===== src/rtl/a20_pkg.sv =====
package a20_pkg;

    typedef struct packed {
        logic force_rd;
        logic force_wr;
        logic reset_wr;
    } io_hit_t;

    typedef struct packed {
        logic flag;
    } force_st_t;

endpackage


===== src/rtl/a20_port_decode.sv =====
module a20_port_decode
    import a20_pkg::*;
#(
    parameter int          IO_AW      = 16,
    parameter logic [15:0] FORCE_PORT = 16'h00EE,
    parameter logic [15:0] RESET_PORT = 16'h00EF
) (
    input  logic             en_i,
    input  logic [IO_AW-1:0] addr_i,
    input  logic             rd_i,
    input  logic             wr_i,
    output io_hit_t          hit_o
);

    localparam logic [IO_AW-1:0] FORCE_A = IO_AW'(FORCE_PORT);
    localparam logic [IO_AW-1:0] RESET_A = IO_AW'(RESET_PORT);

    always_comb begin
        hit_o          = '0;
        hit_o.force_rd = en_i && rd_i && (addr_i == FORCE_A);
        hit_o.force_wr = en_i && wr_i && (addr_i == FORCE_A);
        hit_o.reset_wr = en_i && wr_i && (addr_i == RESET_A);
    end

endmodule


===== src/rtl/a20_force_flag.sv =====
module a20_force_flag
    import a20_pkg::*;
(
    input  logic    clk,
    input  logic    rst_n,
    input  io_hit_t hit_i,
    output logic    flag_o
);

    force_st_t st_d, st_q;

    always_comb begin
        st_d = st_q;
        if (hit_i.force_wr) begin
            st_d.flag = 1'b0;          // write wins over a same-cycle read
        end else if (hit_i.force_rd) begin
            st_d.flag = 1'b1;
        end
    end

    always_ff @(posedge clk) begin
        if (!rst_n) st_q <= '0;
        else        st_q <= st_d;
    end

    assign flag_o = st_q.flag;

    a_r3_read_sets: assert property (@(posedge clk) disable iff (!rst_n)
        (hit_i.force_rd && !hit_i.force_wr) |=> flag_o);

    a_r4_write_clears: assert property (@(posedge clk) disable iff (!rst_n)
        hit_i.force_wr |=> !flag_o);

    a_r9_idle_holds: assert property (@(posedge clk) disable iff (!rst_n)
        (!hit_i.force_wr && !hit_i.force_rd) |=> $stable(flag_o));

endmodule


===== src/rtl/a20_reset_pulse.sv =====
module a20_reset_pulse #(
    parameter int RST_CYCLES = 4
) (
    input  logic clk,
    input  logic rst_n,
    input  logic req_i,
    output logic pulse_o
);

    localparam int CW = $clog2(RST_CYCLES + 1);

    typedef struct packed {
        logic [CW-1:0] cnt;
    } pulse_st_t;

    pulse_st_t st_d, st_q;

    always_comb begin
        st_d = st_q;
        if (req_i) begin
            st_d.cnt = CW'(RST_CYCLES);
        end else if (st_q.cnt != '0) begin
            st_d.cnt = st_q.cnt - 1'b1;
        end
    end

    always_ff @(posedge clk) begin
        if (!rst_n) st_q <= '0;
        else        st_q <= st_d;
    end

    assign pulse_o = (st_q.cnt != '0);

    a_r5_req_starts: assert property (@(posedge clk) disable iff (!rst_n)
        req_i |=> pulse_o);

    a_r10_bound: assert property (@(posedge clk) disable iff (!rst_n)
        st_q.cnt <= CW'(RST_CYCLES));

endmodule


===== src/rtl/a20_gate_combiner.sv =====
module a20_gate_combiner
    import a20_pkg::*;
#(
    parameter int          ADDR_W     = 32,
    parameter int          GATE_BIT   = 20,
    parameter int          IO_AW      = 16,
    parameter logic [15:0] FORCE_PORT = 16'h00EE,
    parameter logic [15:0] RESET_PORT = 16'h00EF,
    parameter int          RST_CYCLES = 4
) (
    input  logic              clk,
    input  logic              rst_n,
    input  logic              kbc_a20_i,
    input  logic              p92_a20_i,
    input  logic              p92_rst_req_i,
    input  logic              dummy_en_i,
    input  logic [IO_AW-1:0]  io_addr_i,
    input  logic              io_rd_i,
    input  logic              io_wr_i,
    output logic [7:0]        io_rdata_o,
    output logic              io_claim_o,
    input  logic [ADDR_W-1:0] cpu_addr_i,
    output logic [ADDR_W-1:0] cpu_addr_o,
    output logic              a20_gate_o,
    output logic              cpu_rst_o
);

    localparam logic [ADDR_W-1:0] KEEP_MASK = ~(ADDR_W'(1) << GATE_BIT);

    io_hit_t hit;
    logic    force_flag;

    a20_port_decode #(
        .IO_AW      (IO_AW),
        .FORCE_PORT (FORCE_PORT),
        .RESET_PORT (RESET_PORT)
    ) u_dec (
        .en_i   (dummy_en_i),
        .addr_i (io_addr_i),
        .rd_i   (io_rd_i),
        .wr_i   (io_wr_i),
        .hit_o  (hit)
    );

    a20_force_flag u_force (
        .clk    (clk),
        .rst_n  (rst_n),
        .hit_i  (hit),
        .flag_o (force_flag)
    );

    a20_reset_pulse #(
        .RST_CYCLES (RST_CYCLES)
    ) u_pulse (
        .clk     (clk),
        .rst_n   (rst_n),
        .req_i   (hit.reset_wr || p92_rst_req_i),
        .pulse_o (cpu_rst_o)
    );

    always_comb begin
        a20_gate_o = kbc_a20_i || p92_a20_i || force_flag;
        cpu_addr_o = a20_gate_o ? cpu_addr_i : (cpu_addr_i & KEEP_MASK);
        io_claim_o = hit.force_rd || hit.force_wr || hit.reset_wr;
        io_rdata_o = hit.force_rd ? 8'hFF : 8'h00;
    end

    a_r1_kbc_opens: assert property (@(posedge clk) disable iff (!rst_n)
        (kbc_a20_i || p92_a20_i) |-> (cpu_addr_o[GATE_BIT] == cpu_addr_i[GATE_BIT]));

    a_r2_closed_masks: assert property (@(posedge clk) disable iff (!rst_n)
        !a20_gate_o |-> ((cpu_addr_o[GATE_BIT] == 1'b0)
                         && ((cpu_addr_o & KEEP_MASK) == (cpu_addr_i & KEEP_MASK))));

    a_r7_disabled_inert: assert property (@(posedge clk) disable iff (!rst_n)
        (!dummy_en_i && !p92_rst_req_i && !cpu_rst_o) |=> ($stable(force_flag) && !cpu_rst_o));

    a_r8_reset_quiet: assert property (@(posedge clk)
        !rst_n |=> (!force_flag && !cpu_rst_o));

endmodule


===== config.mk =====
export PLATFORM = sky130hd
export DESIGN_NAME = a20_gate_combiner
export DESIGN_NICKNAME = d
export VERILOG_FILES = /design/src/rtl/a20_pkg.sv /design/src/rtl/a20_port_decode.sv /design/src/rtl/a20_force_flag.sv /design/src/rtl/a20_reset_pulse.sv /design/src/rtl/a20_gate_combiner.sv
export SDC_FILE = /design/constraint.sdc
export NUM_CORES = 1
export LEC_CHECK = 0
export CORE_AREA = 3 3 40 42
export DETAILED_ROUTE_END_ITERATION = 7
export DIE_AREA = 0 0 43 45
export DONT_BUFFER_PORTS = 1
export PLACE_DENSITY_LB_ADDON = 0.25
export SYNTH_ARGS = -nofsm -noshare
export SYNTH_HDL_FRONTEND = slang
export SYNTH_HIERARCHICAL = 1
export SYNTH_SLANG_ARGS = --single-unit
export TNS_END_PERCENT = 30

===== constraint.sdc =====
create_clock -name clk -period 4.6 [get_ports clk]
set_input_delay 1.38 -clock clk [delete_from_list [all_inputs] [get_ports clk]]
set_output_delay 1.38 -clock clk [all_outputs]
set_load 0.01 [all_outputs]

==> out/qor.yml, run 1 <==
die_w_um: 43
drt_wl_total_um: 952
grt_max_degree: 9
fin_nets: 101
setup_viol: 0
antenna_found_initial: 0
post_cts_buffers: 0
crit_fanout: 8
drive_gt1_share_pct: 22.5
die_h_um: 45
dp_slack_ns: 0.817
synth.distinct_cells: 21
final_util_pct: 27.8
worst_pin_slew_ns: 0.263
p_per_area_nw_per_um2: 275
cts-hold-fix-buffers: 0
drtAntennaViolNets: 0
rows: 13
crit_path_cell_trace: "nor4_2, nand4_1, nor3_2, buf_4"
hold_class: "reg -> reg"
leakage_nw: 0.154
finalCritPeriodShare_pct: 81.8
io_pins: 99
numClockSinks: 4
critical-path-max-stage-delay_ns: 0.29
initial_utilization_pct: 45.8
syn_to_final_growth_pct: -39.4
numPlacedInstances: 52
ys_seq_area_share_pct: 13.6
htree_levels: 1
min_period_ns: 3.76
place.gp.congestion: 0.736
worstPathRequired_ns: 3.22
ys_async_sr_fraction_pct: 0
clock_skew_ns: 0.00323
core_um2: 1280
netlist_instances: 74
dr.first_iter.drc_count: 8
yosysTopAreaCell: "buf_4"
num_vias: 318
grt_pass1_vias: 319
syn_area_um2: 588
rr_worst_depth: 5
hold_viol: 0
dr.pass1.iters: 4
fmax_mhz: 266
die-area_um2: 1940
overflow: 0
drv_cap: 0
avgSynthCellArea_um2: 7.95
setup_tns_ns: 0
relSlewSlack_pct: 82.4
grt_pass1_wl_um: 1440
portBuffers: 0
ys_seq_elements: 4
cp_data_arrival_time_ns: 2.38
avgViaCountPerCell: 5.78
track_usage_pct: 10.5
cts_buffer_depth: 2
dp_hpwl_um: 830
antenna_cells: 0
ctsResizeCount: 0
final.setup.worst_slack_ns: 0.838
ir_worst_vdd_v: 0.0000876
crit_type: "in -> out"
path_clk_slew_ns: 0.04
slew_viol_final: 0
hold_depth: 2
synth_fp_nets: 133
cp-start-kind: "input pin"
slowest_stage: "buf_4"
netlist_top_cells_area: "buf_4 49%, dfxtp_1 14%, ha_1 6.4%"
synth-main-ff-cell: "dfxtp_1"
yosysWarnings: 6
cts_tree: "built"
avgRoutedWirePerCell_um: 17.3
yosysTopAreaCellShare_pct: 48.5
synthTopCellsByCount: "38 x buf_4, 5 x inv_1, 4 x dfxtp_1"
nFillCells: 147
worst_setup_path_end_kind: "primary output"
fin_cells: 55
cts_root_buf: "clkbuf_4"
cts_buffers: 3
worstSkewPairLatency_ns: 0.23
synth-edff-count: 0
drc_errors: 0
yosysMostFrequentCell: "buf_4"
fin_hold_ws_ns: 0.506
outcome: "finished, final reports clean"
rsz0062_at_grt: "false"
-- metrics by stage --
| step | cell area (µm²) | power, mW |
|---|---|---|
| after floorplan | 588 | 0.0824 |
| after global placement | 334 | 0.0573 |
| after detailed placement | 334 | 0.0574 |
| after CTS | 357 | 0.100 |
| after global routing | 357 | 0.107 |
| final | 357 | 0.0982 |
-- where the power goes --
part | total, mW | internal [mW] | switching, mW
clock network | 0.0416 | 0.0291 | 0.0126
registers | 0.0387 | 0.0373 | 0.00145
logic | 0.0179 | 0.00875 | 0.00914
total | 0.0982 | 0.0751 | 0.0232
-- logic make-up after synthesis --
family	count (synthesis)	synth area share, %
flops	4	13.6
buf+inv	43	51.7
mux	1	1.91
compound gates	3	4.26
simple gates	19	20.6
fa+ha+maj	3	6.38
xor+xnor	1	1.49
-- sequential cells by signal, summed over array words and instances (netlist names) --
signal / flops
u_pulse/st_q: 3
u_force/flag_o: 1
-- final cells by class --
type                            instances  area, µm²  area share [%]
Clock buffer                            3       22.5            6.32
Inverter                                5       18.8            5.26
Multi-Input combinational cell         27        209            58.6
Sequential cell                         4       80.1            22.5
Tap cell                               15       18.8            5.26
Timing Repair Buffer                    1       7.51            2.11
-- metal layers --
metal / global-route usage (%) / routed length, µm / share of wire [%] / vias up
met3: 9.56 / 192 / 20 / 18
li1: - / - / - / 133
met4: 12.0 / 59 / 6.2 / 0
met5: 0 / 0 / 0 / -
met2: 13.8 / 451 / 47 / 32
met1: 8.67 / 248 / 26 / 135
-- path summary, 6_finish.rpt --
path	start	slack, ns	end
hold / removal	u_pulse/st_q[1]$_SDFFE_PP0P_	0.51	u_pulse/st_q[1]$_SDFFE_PP0P_
setup reg to reg	u_pulse/st_q[0]$_SDFFE_PP0P_	3.18	u_pulse/st_q[2]$_SDFFE_PN0P_
setup / recovery	io_addr_i[8]	0.84	io_rdata_o[2]
hold reg to reg	u_pulse/st_q[1]$_SDFFE_PP0P_	0.51	u_pulse/st_q[1]$_SDFFE_PP0P_
-- worst max-delay path: cells and delay by family --
kind	cells	cell delay (ns)
buf+inv	1	0.29
simple gates	3	0.70
-- cell usage in the layout (no fill, tap or decap), types with 2 or more instances in the layout --
master / instances
and4b_1: 2
or3_1: 2
nor3_1: 2
nor2_1: 3
ha_1: 3
clkbuf_4: 3
nand2_1: 2
dfxtp_1: 4
inv_1: 5
Note: power is estimated with default switching activity, not from simulation.
==> run 2: changes to the inputs <==
==> constraint.sdc (replaced) <==
create_clock -name clk -period 3.4 [get_ports clk]
set_input_delay 1.02 -clock clk [delete_from_list [all_inputs] [get_ports clk]]
set_output_delay 1.02 -clock clk [all_outputs]
set_load 0.01 [all_outputs]
==> run 2 against run 1 <==
  * Clock power up 39%
  * Sequential power up 34%
  * Hold slack lost 0.0067 ns
  * Clock skew up 0.00074 ns
  * Final area stayed put
  * Highest routed layer unchanged
  * Setup slack lost 0.43 ns
==> out/qor.yml, run 2 (synthesis gave the netlist of run 1 again) <==
outcome: "finished, final reports clean"
cp_data_arrival_time_ns: 1.97  # -0.41 ns
setup_tns_ns: 0  # unchanged
slowest_stage: "nor3_1"
worst_pin_slew_ns: 0.262  # -0.000747 ns
rows: 13  # unchanged
die_w_um: 43  # unchanged
drt_wl_total_um: 862  # -9.5%
post_cts_buffers: 0  # unchanged
switchingPower_mw: 0.0330  # +42%
cts-hold-fix-buffers: 0  # unchanged
portBuffers: 0  # unchanged
fin_hold_ws_ns: 0.500  # -0.00672 ns
drv_cap: 0  # unchanged
final_cell_mix: "5 x inv_1, 4 x dfxtp_1, 3 x clkbuf_4, 3 x nor2_1, 3 x ha_1"
layout.cells.most_common: "inv_1"
p_seq_share_pct: 38.6  # -0.8 points
numClockSinks: 4  # unchanged
relSlewSlack_pct: 82.4  # about the same
htree_levels: 1  # unchanged
place.gp.congestion: 0.682  # -7.3%
dr.pass1.iters: 4  # unchanged
leakage_nw: 0.154  # unchanged
cts_buffer_depth: 2  # unchanged
antenna_cells: 0  # unchanged
clock_skew_ns: 0.00397  # +0.000743 ns
drc_errors: 0  # unchanged
crit_path_cell_trace: "nor4_2, nand4_1, nor3_1, or3_1"
initial_utilization_pct: 45.8  # unchanged
avgViaCountPerCell: 5.24  # -9.4%
critical-path-max-stage-delay_ns: 0.30  # about the same
avgRoutedWirePerCell_um: 15.7  # -9.5%
final.setup.worst_slack_ns: 0.410  # -0.428 ns
grt_pass1_vias: 308  # -3.4%
finalCritPeriodShare_pct: 88.0
total_power_mw: 0.135  # +37%
hold_class: "reg -> reg"
grt_pass1_wl_um: 1300  # -9.6%
antenna_found_initial: 0  # unchanged
combPwrFrac_pct: 18.5  # +0.3 points
path_clk_slew_ns: 0.04  # about the same
crit_fanout: 3  # -5
rsz0062_at_grt: "false"
dp_hpwl_um: 734  # -12%
worst_path_dominant_cell_family: "simple AND/OR/NAND/NOR gates"
p_int_mw: 0.102  # +35%
cts_tree: "built"
dr.first_iter.drc_count: 1  # -7
largest_reg_flops: 3  # unchanged
track_usage_pct: 10.1  # -0.42 points
overflow: 0  # unchanged
drtAntennaViolNets: 0  # unchanged
p_per_area_nw_per_um2: 378  # +37%
worstSkewPairLatency_ns: 0.23  # about the same
worst_setup_path_end_kind: "primary output"
slew_viol_final: 0  # unchanged
regMostFlops: "u_pulse/st_q"
grt_max_degree: 10  # +1
num_vias: 288  # -9.4%
die_h_um: 45  # unchanged
crit_type: "in -> out"
clock_power_share_pct: 42.9  # +0.5 points
cts_root_buf: "clkbuf_4"
cp-start-kind: "input pin"
fmax_mhz: 334
fin_nets: 101  # unchanged
fin_cells: 55  # unchanged
ctsResizeCount: 0  # unchanged
core_um2: 1280  # unchanged
io_pins: 99  # unchanged
die-area_um2: 1940  # unchanged
min_period_ns: 2.99
numPlacedInstances: 52  # unchanged
dp_slack_ns: 0.393  # -0.424 ns
setup_viol: 0  # unchanged
switching_share_pct: 24.5  # +0.91 points
crit_buf_inv: 0  # -1
syn_to_final_growth_pct: -39.4  # unchanged
ir_worst_vdd_v: 0.000101  # +15%
cts_buffers: 3  # unchanged
drive_gt1_share_pct: 22.5  # unchanged
worstPathRequired_ns: 2.38  # -0.84 ns
hold_viol: 0  # unchanged
[run 2: worst min-delay path, delay by kind of cell (launching register included)]
kind,cells,cell delay (ns)
AND/OR/NAND/NOR,1,0.10
flip-flops,1,0.30
AO/OA/AOI/OAI,1,0.05
[run 2: layout make-up]
class | count | area, µm²
Inverter | 5 | 18.8
Tap cell | 15 | 18.8
Clock buffer | 3 | 22.5
Sequential cell | 4 | 80.1
Timing Repair Buffer | 1 | 7.51
Fill cell | 134 | 928
Multi-Input combinational cell | 27 | 209
[run 2: routing by layer]
metal	up-vias	GRT usage [%]	routed length, µm
li1	135	-	-
met1	126	6.02	233
met2	19	15.3	459
met3	8	9.16	142
met4	0	13.3	27
met5	-	0	0
[run 2: through the flow]
step / area [µm²] / util, %
floorplan: 593 / -
global placement: 334 / 26.0
detailed placement: 334 / 26.0
CTS: 357 / 27.8
global route: 357 / 27.8
finish: 357 / 27.8
[run 2: final timing paths]
check / startpoint / to / slack (ns) / depth (start not counted)
worst max-delay path: io_addr_i[8] / io_claim_o / 0.41 / 4
worst min-delay path: u_pulse/st_q[1]$_SDFFE_PP0P_ / u_pulse/st_q[1]$_SDFFE_PP0P_ / 0.50 / 2
worst max register to register: u_pulse/st_q[0]$_SDFFE_PP0P_ / u_pulse/st_q[2]$_SDFFE_PN0P_ / 1.99 / 5
worst min register to register: u_pulse/st_q[1]$_SDFFE_PP0P_ / u_pulse/st_q[1]$_SDFFE_PP0P_ / 0.50 / 2
[run 2: power groups by stage]
stage               logic [mW]  clock network (mW)  registers (mW)
CTS                     0.0257              0.0617          0.0521
finish                  0.0249              0.0577          0.0520
detailed placement      0.0249                   0          0.0528
floorplan               0.0590                   0          0.0526
global placement        0.0249                   0          0.0528
global route            0.0288              0.0650          0.0523
